File: src/rtl/fsa_pkg.sv
package fsa_pkg;

    localparam int STATUS_W     = 8;
    localparam int OVR_BIT      = STATUS_W - 1;
    localparam int SYNC_STAGES  = 2;
    localparam int BLANK_CYCLES = 1;

    typedef enum logic {
        SEL_STATUS = 1'b0,
        SEL_CTRL   = 1'b1
    } wr_target_e;

endpackage

File: src/rtl/fsa_line_sense.sv
module fsa_line_sense #(
    parameter int SYNC_STAGES  = 2,
    parameter int BLANK_CYCLES = 1
) (
    input  logic clk,
    input  logic rst_n,
    input  logic drive_i,
    input  logic line_i,
    output logic ovr_det_o
);

    localparam int HIST_W = SYNC_STAGES + BLANK_CYCLES;
    localparam logic [HIST_W-1:0] WIN_MASK =
        HIST_W'(((1 << (BLANK_CYCLES + 1)) - 1) << (SYNC_STAGES - 1));

    typedef struct packed {
        logic [SYNC_STAGES-1:0] sync;
        logic [HIST_W-1:0]      hist;
    } sense_t;

    sense_t sense_d, sense_q;

    always_comb begin
        sense_d         = sense_q;
        sense_d.sync[0] = line_i;
        for (int i = 1; i < SYNC_STAGES; i++) begin
            sense_d.sync[i] = sense_q.sync[i-1];
        end
        sense_d.hist[0] = drive_i;
        for (int i = 1; i < HIST_W; i++) begin
            sense_d.hist[i] = sense_q.hist[i-1];
        end
    end

    always_ff @(posedge clk or negedge rst_n) begin
        if (!rst_n) begin
            sense_q <= '0;
        end else begin
            sense_q <= sense_d;
        end
    end

    // Synchronized sample is compared with the drive of the same age, and
    // the window also covers the cycle before it.
    assign ovr_det_o = sense_q.sync[SYNC_STAGES-1] & ~(|(sense_q.hist & WIN_MASK));

endmodule

File: src/rtl/fsa_status_reg.sv
module fsa_status_reg
    import fsa_pkg::*;
#(
    parameter int STATUS_W = 8,
    parameter int OVR_BIT  = STATUS_W - 1
) (
    input  logic                clk,
    input  logic                rst_n,
    input  logic [OVR_BIT-1:0]  fault_set_i,
    input  logic                ovr_det_i,
    input  logic                wr_en_i,
    input  logic                wr_sel_i,
    input  logic [STATUS_W-1:0] wr_data_i,
    output logic [STATUS_W-1:0] status_o,
    output logic                alert_o
);

    typedef struct packed {
        logic [STATUS_W-1:0] bits;
    } stat_t;

    stat_t               stat_d, stat_q;
    logic [STATUS_W-1:0] clr_mask;
    logic [STATUS_W-1:0] set_vec;

    assign clr_mask = (wr_en_i && (wr_sel_i == SEL_STATUS)) ? wr_data_i : '0;

    generate
        for (genvar k = 0; k < STATUS_W; k++) begin : g_set_map
            if (k == OVR_BIT) begin : g_ovr
                assign set_vec[k] = ovr_det_i;
            end else begin : g_fault
                assign set_vec[k] = fault_set_i[k];
            end
        end
    endgenerate

    always_comb begin
        stat_d = stat_q;
        for (int k = 0; k < STATUS_W; k++) begin
            // a set pulse takes priority over a write-one clear
            stat_d.bits[k] = set_vec[k] | (stat_q.bits[k] & ~clr_mask[k]);
        end
    end

    always_ff @(posedge clk or negedge rst_n) begin
        if (!rst_n) begin
            stat_q <= '0;
        end else begin
            stat_q <= stat_d;
        end
    end

    assign status_o = stat_q.bits;
    assign alert_o  = |stat_q.bits;


    wr_clear_only_chk: assert property (@(posedge clk) disable iff (!rst_n)
        ((($past(stat_q.bits) & ~stat_q.bits) & ~$past(clr_mask)) == '0));


    set_wins_chk: assert property (@(posedge clk) disable iff (!rst_n)
        (($past(fault_set_i) & ~stat_q.bits[OVR_BIT-1:0]) == '0));


    alert_fall_chk: assert property (@(posedge clk) disable iff (!rst_n)
        $fell(alert_o) |-> ($past(clr_mask) != '0));

endmodule

File: src/rtl/fsa_switch_ctrl.sv
module fsa_switch_ctrl (
    input  logic       clk,
    input  logic       rst_n,
    input  logic       wr_ctrl_i,
    input  logic [1:0] wr_data_i,
    input  logic       ovr_det_i,
    input  logic       ovr_pend_i,
    output logic       chg_en_o,
    output logic       dsg_en_o
);

    typedef struct packed {
        logic chg;
        logic dsg;
    } sw_t;

    sw_t sw_d, sw_q;

    always_comb begin
        sw_d = sw_q;
        if (ovr_det_i) begin
            sw_d = '0;
        end else if (wr_ctrl_i && !ovr_pend_i) begin
            sw_d.chg = wr_data_i[0];
            sw_d.dsg = wr_data_i[1];
        end
    end

    always_ff @(posedge clk or negedge rst_n) begin
        if (!rst_n) begin
            sw_q <= '0;
        end else begin
            sw_q <= sw_d;
        end
    end

    assign chg_en_o = sw_q.chg;
    assign dsg_en_o = sw_q.dsg;


    ovr_switch_off_chk: assert property (@(posedge clk) disable iff (!rst_n)
        ovr_pend_i |-> (!chg_en_o && !dsg_en_o));


    ctrl_locked_chk: assert property (@(posedge clk) disable iff (!rst_n)
        (wr_ctrl_i && ovr_pend_i) |=> ($stable(chg_en_o) && $stable(dsg_en_o)));

endmodule

File: src/rtl/fault_alert_ctrl.sv
module fault_alert_ctrl
    import fsa_pkg::*;
#(
    parameter int STAT_W     = fsa_pkg::STATUS_W,
    parameter int SYNC_DEPTH = fsa_pkg::SYNC_STAGES,
    parameter int BLANK_LEN  = fsa_pkg::BLANK_CYCLES
) (
    input  logic              clk,
    input  logic              rst_n,
    input  logic [STAT_W-2:0] fault_set_i,
    input  logic              wr_en_i,
    input  logic              wr_sel_i,
    input  logic [STAT_W-1:0] wr_data_i,
    input  logic              alert_line_i,
    output logic              alert_o,
    output logic [STAT_W-1:0] status_o,
    output logic              chg_en_o,
    output logic              dsg_en_o
);

    localparam int OVR_POS = STAT_W - 1;

    logic ovr_det;
    logic wr_ctrl;

    assign wr_ctrl = wr_en_i && (wr_sel_i == SEL_CTRL);

    fsa_line_sense #(
        .SYNC_STAGES (SYNC_DEPTH),
        .BLANK_CYCLES(BLANK_LEN)
    ) u_sense (
        .clk      (clk),
        .rst_n    (rst_n),
        .drive_i  (alert_o),
        .line_i   (alert_line_i),
        .ovr_det_o(ovr_det)
    );

    fsa_status_reg #(
        .STATUS_W(STAT_W),
        .OVR_BIT (OVR_POS)
    ) u_status (
        .clk        (clk),
        .rst_n      (rst_n),
        .fault_set_i(fault_set_i),
        .ovr_det_i  (ovr_det),
        .wr_en_i    (wr_en_i),
        .wr_sel_i   (wr_sel_i),
        .wr_data_i  (wr_data_i),
        .status_o   (status_o),
        .alert_o    (alert_o)
    );

    fsa_switch_ctrl u_switch (
        .clk       (clk),
        .rst_n     (rst_n),
        .wr_ctrl_i (wr_ctrl),
        .wr_data_i (wr_data_i[1:0]),
        .ovr_det_i (ovr_det),
        .ovr_pend_i(status_o[OVR_POS]),
        .chg_en_o  (chg_en_o),
        .dsg_en_o  (dsg_en_o)
    );

    generate
        if (SYNC_DEPTH == 2 && BLANK_LEN == 1) begin : g_blank_chk

            blank_window_chk: assert property (@(posedge clk) disable iff (!rst_n)
                $rose(status_o[OVR_POS]) |-> ($past(!alert_o, 3) && $past(!alert_o, 4)));
        end
    endgenerate

endmodule

File: config.mk
export PLATFORM = sky130hd
export DESIGN_NAME = fault_alert_ctrl
export DESIGN_NICKNAME = d
export VERILOG_FILES = /design/src/rtl/fsa_pkg.sv /design/src/rtl/fsa_line_sense.sv /design/src/rtl/fsa_status_reg.sv /design/src/rtl/fsa_switch_ctrl.sv /design/src/rtl/fault_alert_ctrl.sv
export SDC_FILE = /design/constraint.sdc
export NUM_CORES = 1
export LEC_CHECK = 0
export BUFFER_PORTS_ARGS = -buffer_cell sky130_fd_sc_hd__clkbuf_2
export CAP_MARGIN = 20
export CORE_MARGIN = 1
export CORE_UTILIZATION = 45
export CTS_CLUSTER_DIAMETER = 150
export DETAILED_ROUTE_END_ITERATION = 7
export PLACE_DENSITY = 0.79
export SLEW_MARGIN = 25
export SYNTH_ARGS = -nofsm -noshare
export SYNTH_HDL_FRONTEND = slang
export SYNTH_HIERARCHICAL = 1
export SYNTH_SLANG_ARGS = --single-unit
File: constraint.sdc
create_clock -name clk -period 2.1 [get_ports clk]
set_input_delay 0.315 -clock clk [delete_from_list [all_inputs] [get_ports clk]]
set_output_delay 0.315 -clock clk [all_outputs]
set_load 0.02 [all_outputs]
---- Yosys cells after proc, flatten, opt, wreduce, memory -nomap -nowiden ----
Cells that the tools add are included.
word-level totals
  word-level logic and storage cells ...... 42
  bits in registers ....................... 15
  output and inout bits ................... 11
  bits of input ports ..................... 20
cells by class
  mux-type cells .......................... 3
  bitwise gates (word level) .............. 27
  reductions and logical operators ........ 7
operators by type and width
  operator             number
  $not A1 Y1           10
  $and A1 B1 Y1        9
  $mux W8              1
  $or A1 B1 Y1         8
  $reduce_or A8 Y1     1
  $mux W2              2
  $logic_and A1 B1 Y1  3
  $reduce_bool A2 Y1   1
  $reduce_or A2 Y1     1
  $logic_not A1 Y1     1

---- Logic depth before layout (Yosys ltp) ----
Gate-level depths: netlist of run 1.
  depth after elaboration ................. 6
  depth in mapped cells ................... 3
  depth with buffers taken out ............ 3

---- Hierarchy ----
The synthesis of run 1 kept the hierarchy.
by module, submodules not included
  module            sequential area each (um2)  area each (um2)  times used  cells each
  fsa_status_reg    200.2                       351.6            1           37
  fsa_line_sense    125.1                       137.6            1           6
  fsa_switch_ctrl   50.0                        106.4            1           9
  fault_alert_ctrl  0.0                         6.3              1           1

---- Least setup slack after synthesis of run 1 ----
No wires, ideal clock.
  path kind ............................... register -> output
  start point ............................. reg u_status.stat_q (netlist bit u_status/status_o[7])
  end point ............................... out alert_o
  data required time ...................... 1.785 ns
  arrival ................................. 0.934 ns
  slack ................................... 0.851 ns
  cell stages (with the launch flop) ...... 3
  buffers on the path ..................... 0
  path through ............................ dfrtp_1 -> nor4_1 -> nand2_1
between the ends
  cells in the longest elaborated chain, start to end .. 1
ends and longest elaborated chain
  what                    line                    RTL
  start, declared         fsa_status_reg.sv:22    stat_t stat_d, stat_q;
  start signal, assigned  fsa_status_reg.sv:50    stat_q <= stat_d;
  $reduce_or A8 Y1        fsa_status_reg.sv:55    assign alert_o = |stat_q.bits;
  end, declared           fault_alert_ctrl.sv:15  output logic alert_o,
No other way between the ends.

---- Worst setup path after layout of run 1 ----
Same ends and word-level chain as after synthesis.

==> results.toml, run 1 <==
[finish]
regArea_um2 = 375
fillers = 95
nets = 108
drive_gt1_share_pct = 43.7
final_area_um2 = 796
fin_cells = 101
antenna-diode-count = 0
multi_input_area_um2 = 185
area_growth_pct = 32.2

[place]
place_hpwl_um = 899
finalWeightedCongestion = 0.678
placed_cells = 96
port_buffers = 30
postPlaceCellArea_um2 = 758

[setup_path]
cp.required_ns = 1.78
cp_slowest_cell = "dfrtp_1"
cpLargestDelayFamily = "flip-flops"
crit_path_max_fanout = 6
crit_buf_inv = 1
crit_arrival_ns = 1.25
startpoint_type = "flop"
rrSetupSlack_ns = 1.04
critical_path.endpoint_type = "primary output"
criticalPathCategory = "reg -> out"
crit_chain = "nor4_1 -> nand2_1 -> clkbuf_2"
critical-path-max-stage-delay_ns = 0.44

[clock_tree]
cts_tree = "built"
post_cts_resized = 0
clock_latency_ns = 0.28
root_buffer = "clkbuf_4"
path_clk_slew_ns = 0.08
clock_path_buffers = 2
numCtsBuffers = 3
htreeDepth = 1
cts.sinks = 15

[sta]
setup_viol = 0
slew_headroom_pct = 76.7
tns_ns = 0
fmax_mhz = 638
finalCritPeriodShare_pct = 74.7
rsz0062_at_grt = "false"
maxSlewViolCount = 0
finalHoldViolCount = 0
fin_worst_skew_ns = 0.00616
tightestPinTransition_ns = 0.350
final.min_clock_period_ns = 1.57
fin_hold_ws_ns = 0.143

[global_route]
use_met1_pct = 22.5
grt_usage_pct = 18.9
grt.overflow.total = 0
grt_util_met3_pct = 3.47
grt_pass1_wl_mm = 1.87
grt_max_degree = 16
antenna_found_initial = 0
grt_pass1_vias = 468
use_met2_pct = 30.4
top_usage_layer = "met2"

[pwr]
power_density_mw_per_mm2 = 709
p_leak_nw = 0.383
max-vdd-ir-drop_uv = 500

[floorplan]
rows = 12
core_area_mm2 = 0.00117
dieHeight_um = 38.6
io-pin-count = 31
die_w_um = 38.6
initial_utilization_pct = 51.4
dieArea_mm2 = 0.00149

[synthesis]
yosysWarningCount = 6
yosys-top-cells-count = "15 x dfrtp_1, 8 x a31oi_1, 8 x inv_1, 8 x nor2_1"
synth_cell_type_count = 15
synth_top_area_share_pct = 62.4
syn_area_um2 = 602
synth_edf_count = 0
post-synth-top-count-cell = "dfrtp_1"
yosysTopAreaCell = "dfrtp_1"
syn_nets = 73
synth_area_per_cell_um2 = 11.4
async_flop_share_pct = 100
yosys_register_bits = 15
synth_cells = 53
synth_flop_cell = "dfrtp_1"
ys_seq_area_share_pct = 62.4
synth_area_leaders = "dfrtp_1 62%, a31oi_1 8.3%, inv_1 5.0%"

[route]
wirelength_mm = 1.14
wl_per_cell_um = 11.2
drt_iter0_drc = 9
firstDrtPassIters = 4
vias = 496
final_antenna_net_count = 0
vias_per_cell = 4.91
drc = 0

[flow_run]
cap_viol_max_count = 0

[hold_path]
hp-class = "in -> reg"

[status]
status = "finished clean"
-- where the power goes --
group          total (mW)  internal (mW)  leakage [nW]  switching [mW]
Combinational      0.0869         0.0369         0.210          0.0500
Clock               0.161         0.0705        0.0177          0.0904
Sequential          0.316          0.306         0.155          0.0104
-- layout by cell type, fill, tap and decap left out, drive strengths merged, types with 2 or more instances in the layout --
cell type   n
clkbuf     33
dfrtp      15
inv         8
nor2        8
a31oi       8
nor4        2
nand4bb     2
o21ai       2
nor2b       2
nand2b      2
-- state kept, by name (all words and copies together) (netlist names) --
| name | cells |
|---|---|
| u_switch/chg_en_o | 1 |
| u_switch/dsg_en_o | 1 |
| u_status/status_o | 8 |
| u_sense/sense_d | 3 |
| u_sense/sense_q | 2 |
-- what timing repair did --
action,in CTS,in global routing
endpoints found under the setup margin,0,0
endpoints found under the hold margin,15,0
setup buffers,0,0
hold buffers,1,0
-- routing by layer --
metal  vias up  routed length [µm]
li1        246                   -
met1       228                 512
met2        20                 558
met3         2                  56
met4         0                   8
met5         -                   0
-- area by class of cell --
type	instances	share of cell area (%)
Multi-Input combinational cell	29	23.3
Inverter	8	3.77
Sequential cell	15	47.2
Timing Repair Buffer	31	20.1
Clock inverter	1	0.629
Tap cell	14	2.20
Clock buffer	3	2.83
-- final timing paths --
path	cells past startpoint	to	from
min in group asynchronous	2	u_sense/sense_q[4]$_DFF_PN0_	rst_n
worst max register to register	3	u_switch/chg_en_o$_DFFE_PN0P_	u_sense/sense_d[2]$_DFF_PN0_
worst max-delay path	3	alert_o	u_status/status_o[7]$_DFF_PN0_
max in group asynchronous	2	u_status/status_o[3]$_DFF_PN0_	rst_n
worst min-delay path	1	u_sense/sense_d[4]$_DFF_PN0_	alert_line_i
worst min register to register	0	u_sense/sense_q[4]$_DFF_PN0_	u_sense/sense_d[4]$_DFF_PN0_
-- through the flow --
stage | setup slack, ns | util (%) | power [mW]
after floorplan | 0.851 | - | 0.365
after global placement | 0.830 | 64.7 | 0.407
after detailed placement | 0.825 | 64.7 | 0.408
after CTS | 0.511 | 67.9 | 0.571
after global routing | 0.444 | 67.9 | 0.593
final | 0.532 | 67.9 | 0.564
-- cells by family after synthesis --
| logic type | count (synthesis) | share of synthesized area [%] |
|---|---|---|
| buffers and inverters | 9 | 6.86 |
| and+or+nand+nor | 19 | 20.8 |
| DFF | 15 | 62.4 |
| AOI/OAI and AO/OA | 10 | 9.98 |
(Power assumes the default switching activity.)
==> inputs of run 2 (changes only) <==
--- a/config.mk
+++ b/config.mk
@@ -8,10 +8,10 @@
 export BUFFER_PORTS_ARGS = -buffer_cell sky130_fd_sc_hd__clkbuf_2
 export CAP_MARGIN = 20
 export CORE_MARGIN = 1
-export CORE_UTILIZATION = 45
+export CORE_UTILIZATION = 38
 export CTS_CLUSTER_DIAMETER = 150
 export DETAILED_ROUTE_END_ITERATION = 7
-export PLACE_DENSITY = 0.79
+export PLACE_DENSITY = 0.72
 export SLEW_MARGIN = 25
 export SYNTH_ARGS = -nofsm -noshare
 export SYNTH_HDL_FRONTEND = slang
==> constraint.sdc (replaced) <==
create_clock -name clk -period 1.3 [get_ports clk]
set_input_delay 0.195 -clock clk [delete_from_list [all_inputs] [get_ports clk]]
set_output_delay 0.195 -clock clk [all_outputs]
set_load 0.02 [all_outputs]
==> run 2 against run 1 <==
Effect of this change: setup slack got worse by 0.63 ns; cell count rose by 5.9%; highest routed layer unchanged; critical path type unchanged; clock power rose by 59%; critical path depth did not move; the flow now finishes with violations (negative setup slack); hold slack got worse by 0.12 ns; largest cell class unchanged; via count rose by 1.8%; die area rose by 17%; critical endpoint unchanged.
==> results.toml, run 2 (synthesis gave the netlist of run 1 again) <==
[sta]
fin_worst_skew_ns = 0.00142
setup_viol = 1
tightestPinTransition_ns = 0.349
fin_hold_ws_ns = 0.0194
fmax_mhz = 718
tns_ns = -0.0935
finalHoldViolCount = 0
rsz0062_at_grt = "true"
fin_ws_ns = -0.0935
final.min_clock_period_ns = 1.39
finalCritPeriodShare_pct = 107
maxSlewViolCount = 0
slew_headroom_pct = 76.7

[setup_path]
crit_path_max_fanout = 2
startpoint_type = "flop"
cp.required_ns = 1.11
r2r-end = "u_switch/dsg_en_o$_DFFE_PN0P_"
criticalPathCategory = "reg -> out"
crit_arrival_ns = 1.20
worstRegToRegCells = 3
rrSetupSlack_ns = 0.26
critical_path.endpoint_type = "primary output"
reg2reg_from = "u_sense/sense_q[2]$_DFF_PN0_"

[floorplan]
dieArea_mm2 = 0.00175
core_area_mm2 = 0.00138
dieHeight_um = 41.8
io-pin-count = 31
die_w_um = 41.8
rows = 13
initial_utilization_pct = 43.5

[global_route]
top_usage_layer = "met2"
grt_max_degree = 16
use_met1_pct = 16.4
antenna_found_initial = 0
grt_pass1_vias = 499
grt_usage_pct = 14.7
grt_util_met3_pct = 3.91
grt.overflow.total = 0
use_met2_pct = 25.3
grt_pass1_wl_mm = 1.93

[clock_tree]
root_buffer = "clkbuf_4"
cts.sinks = 15
clock_path_buffers = 2
path_clk_slew_ns = 0.08
cts_tree = "built"
htreeDepth = 1
clock_latency_ns = 0.27
numCtsBuffers = 3

[pwr]
p_comb_share_pct = 16.5
p_leak_nw = 0.405
p_sw_uw = 239
internal-power_uw = 681
p_seq_share_pct = 55.7
clkPwrFrac_pct = 27.9
max-vdd-ir-drop_uv = 602
p_sw_share_pct = 26.0
power_density_mw_per_mm2 = 1080

[finish]
final_cell_mix = "29 x clkbuf_2, 15 x dfrtp_1, 8 x inv_1, 8 x nor2_1, 8 x a31oi_1"
nets = 113
antenna-diode-count = 0
final_common_cell = "clkbuf_2"
area_growth_pct = 41.6
drive_gt1_share_pct = 47.8
largest_reg_flops = 8
fillers = 107

[hold_path]
holdPathEnd = "u_sense/sense_d[4]$_DFF_PN0_"
hp-class = "in -> reg"
hold_path_startpoint = "alert_line_i"
holdPathStages = 1

[place]
place_hpwl_um = 853
pre_cts_slack_ns = 0.133
finalWeightedCongestion = 0.716
port_buffers = 30

[route]
vias = 505
drc = 0
wl_per_cell_um = 10.3
drt_iter0_drc = 9
firstDrtPassIters = 4
final_antenna_net_count = 0
vias_per_cell = 4.72
wirelength_mm = 1.10

[flow_run]
cap_viol_max_count = 0

[status]
violations = "negative setup slack"
status = "finished with violations"
-- run 2: power by group through the flow --
stage | logic (mW) | clock network (mW) | registers, mW
after CTS | 0.153 | 0.267 | 0.511
after global placement | 0.138 | 0 | 0.520
after global routing | 0.167 | 0.290 | 0.515
after floorplan | 0.0395 | 0 | 0.551
after detailed placement | 0.138 | 0 | 0.521
final | 0.151 | 0.256 | 0.512
-- run 2: worst max-delay path by stage --
stage | from | endpoint | cells past startpoint
after floorplan | u_status/status_o[7]$_DFF_PN0_ | alert_o | 2
after global placement | u_status/status_o[7]$_DFF_PN0_ | alert_o | 3
after detailed placement | u_status/status_o[7]$_DFF_PN0_ | alert_o | 3
after CTS | u_status/status_o[0]$_DFF_PN0_ | alert_o | 3
after global routing | u_status/status_o[5]$_DFF_PN0_ | alert_o | 3
final | u_status/status_o[5]$_DFF_PN0_ | alert_o | 3
-- run 2: metal layers --
layer / vias to the layer above / wire length [µm]
li1: 256 / -
met1: 225 / 492
met2: 20 / 533
met3: 4 / 63
met4: 0 / 14
met5: - / 0
-- run 2: timing repair --
item / 4_1_cts / 5_1_grt
buffers inserted: 5 / 0
endpoints found under the setup margin: 1 / 1
hold buffers: 1 / 0
pin swaps: 2 / 0
gates resized for setup: 2 / 3
endpoints found under the hold margin: 15 / 0
-- run 2: through the flow --
stage / std cells / instance area, µm² / power (mW) / utilization (%)
after floorplan: 53 / 602 / 0.590 / -
after global placement: 97 / 759 / 0.658 / 54.9
after detailed placement: 97 / 759 / 0.660 / 54.9
after CTS: 107 / 842 / 0.931 / 60.9
after global routing: 107 / 852 / 0.972 / 61.6
final: 107 / 852 / 0.920 / 61.6
-- run 2: cell type report --
class	count	area, µm²	share of cell area [%]
Clock buffer	4	26.3	3.08
Inverter	8	30.0	3.52
Multi-Input combinational cell	29	198	23.2
Sequential cell	15	375	44.1
Tap cell	15	18.8	2.20
Timing Repair Buffer	36	204	23.9
-- run 2: worst max-delay path: stages, from the launching register on --
cell,delay [ns]
dfrtp_1,0.39
nor4_2,0.27
nand2_1,0.11
buf_6,0.15
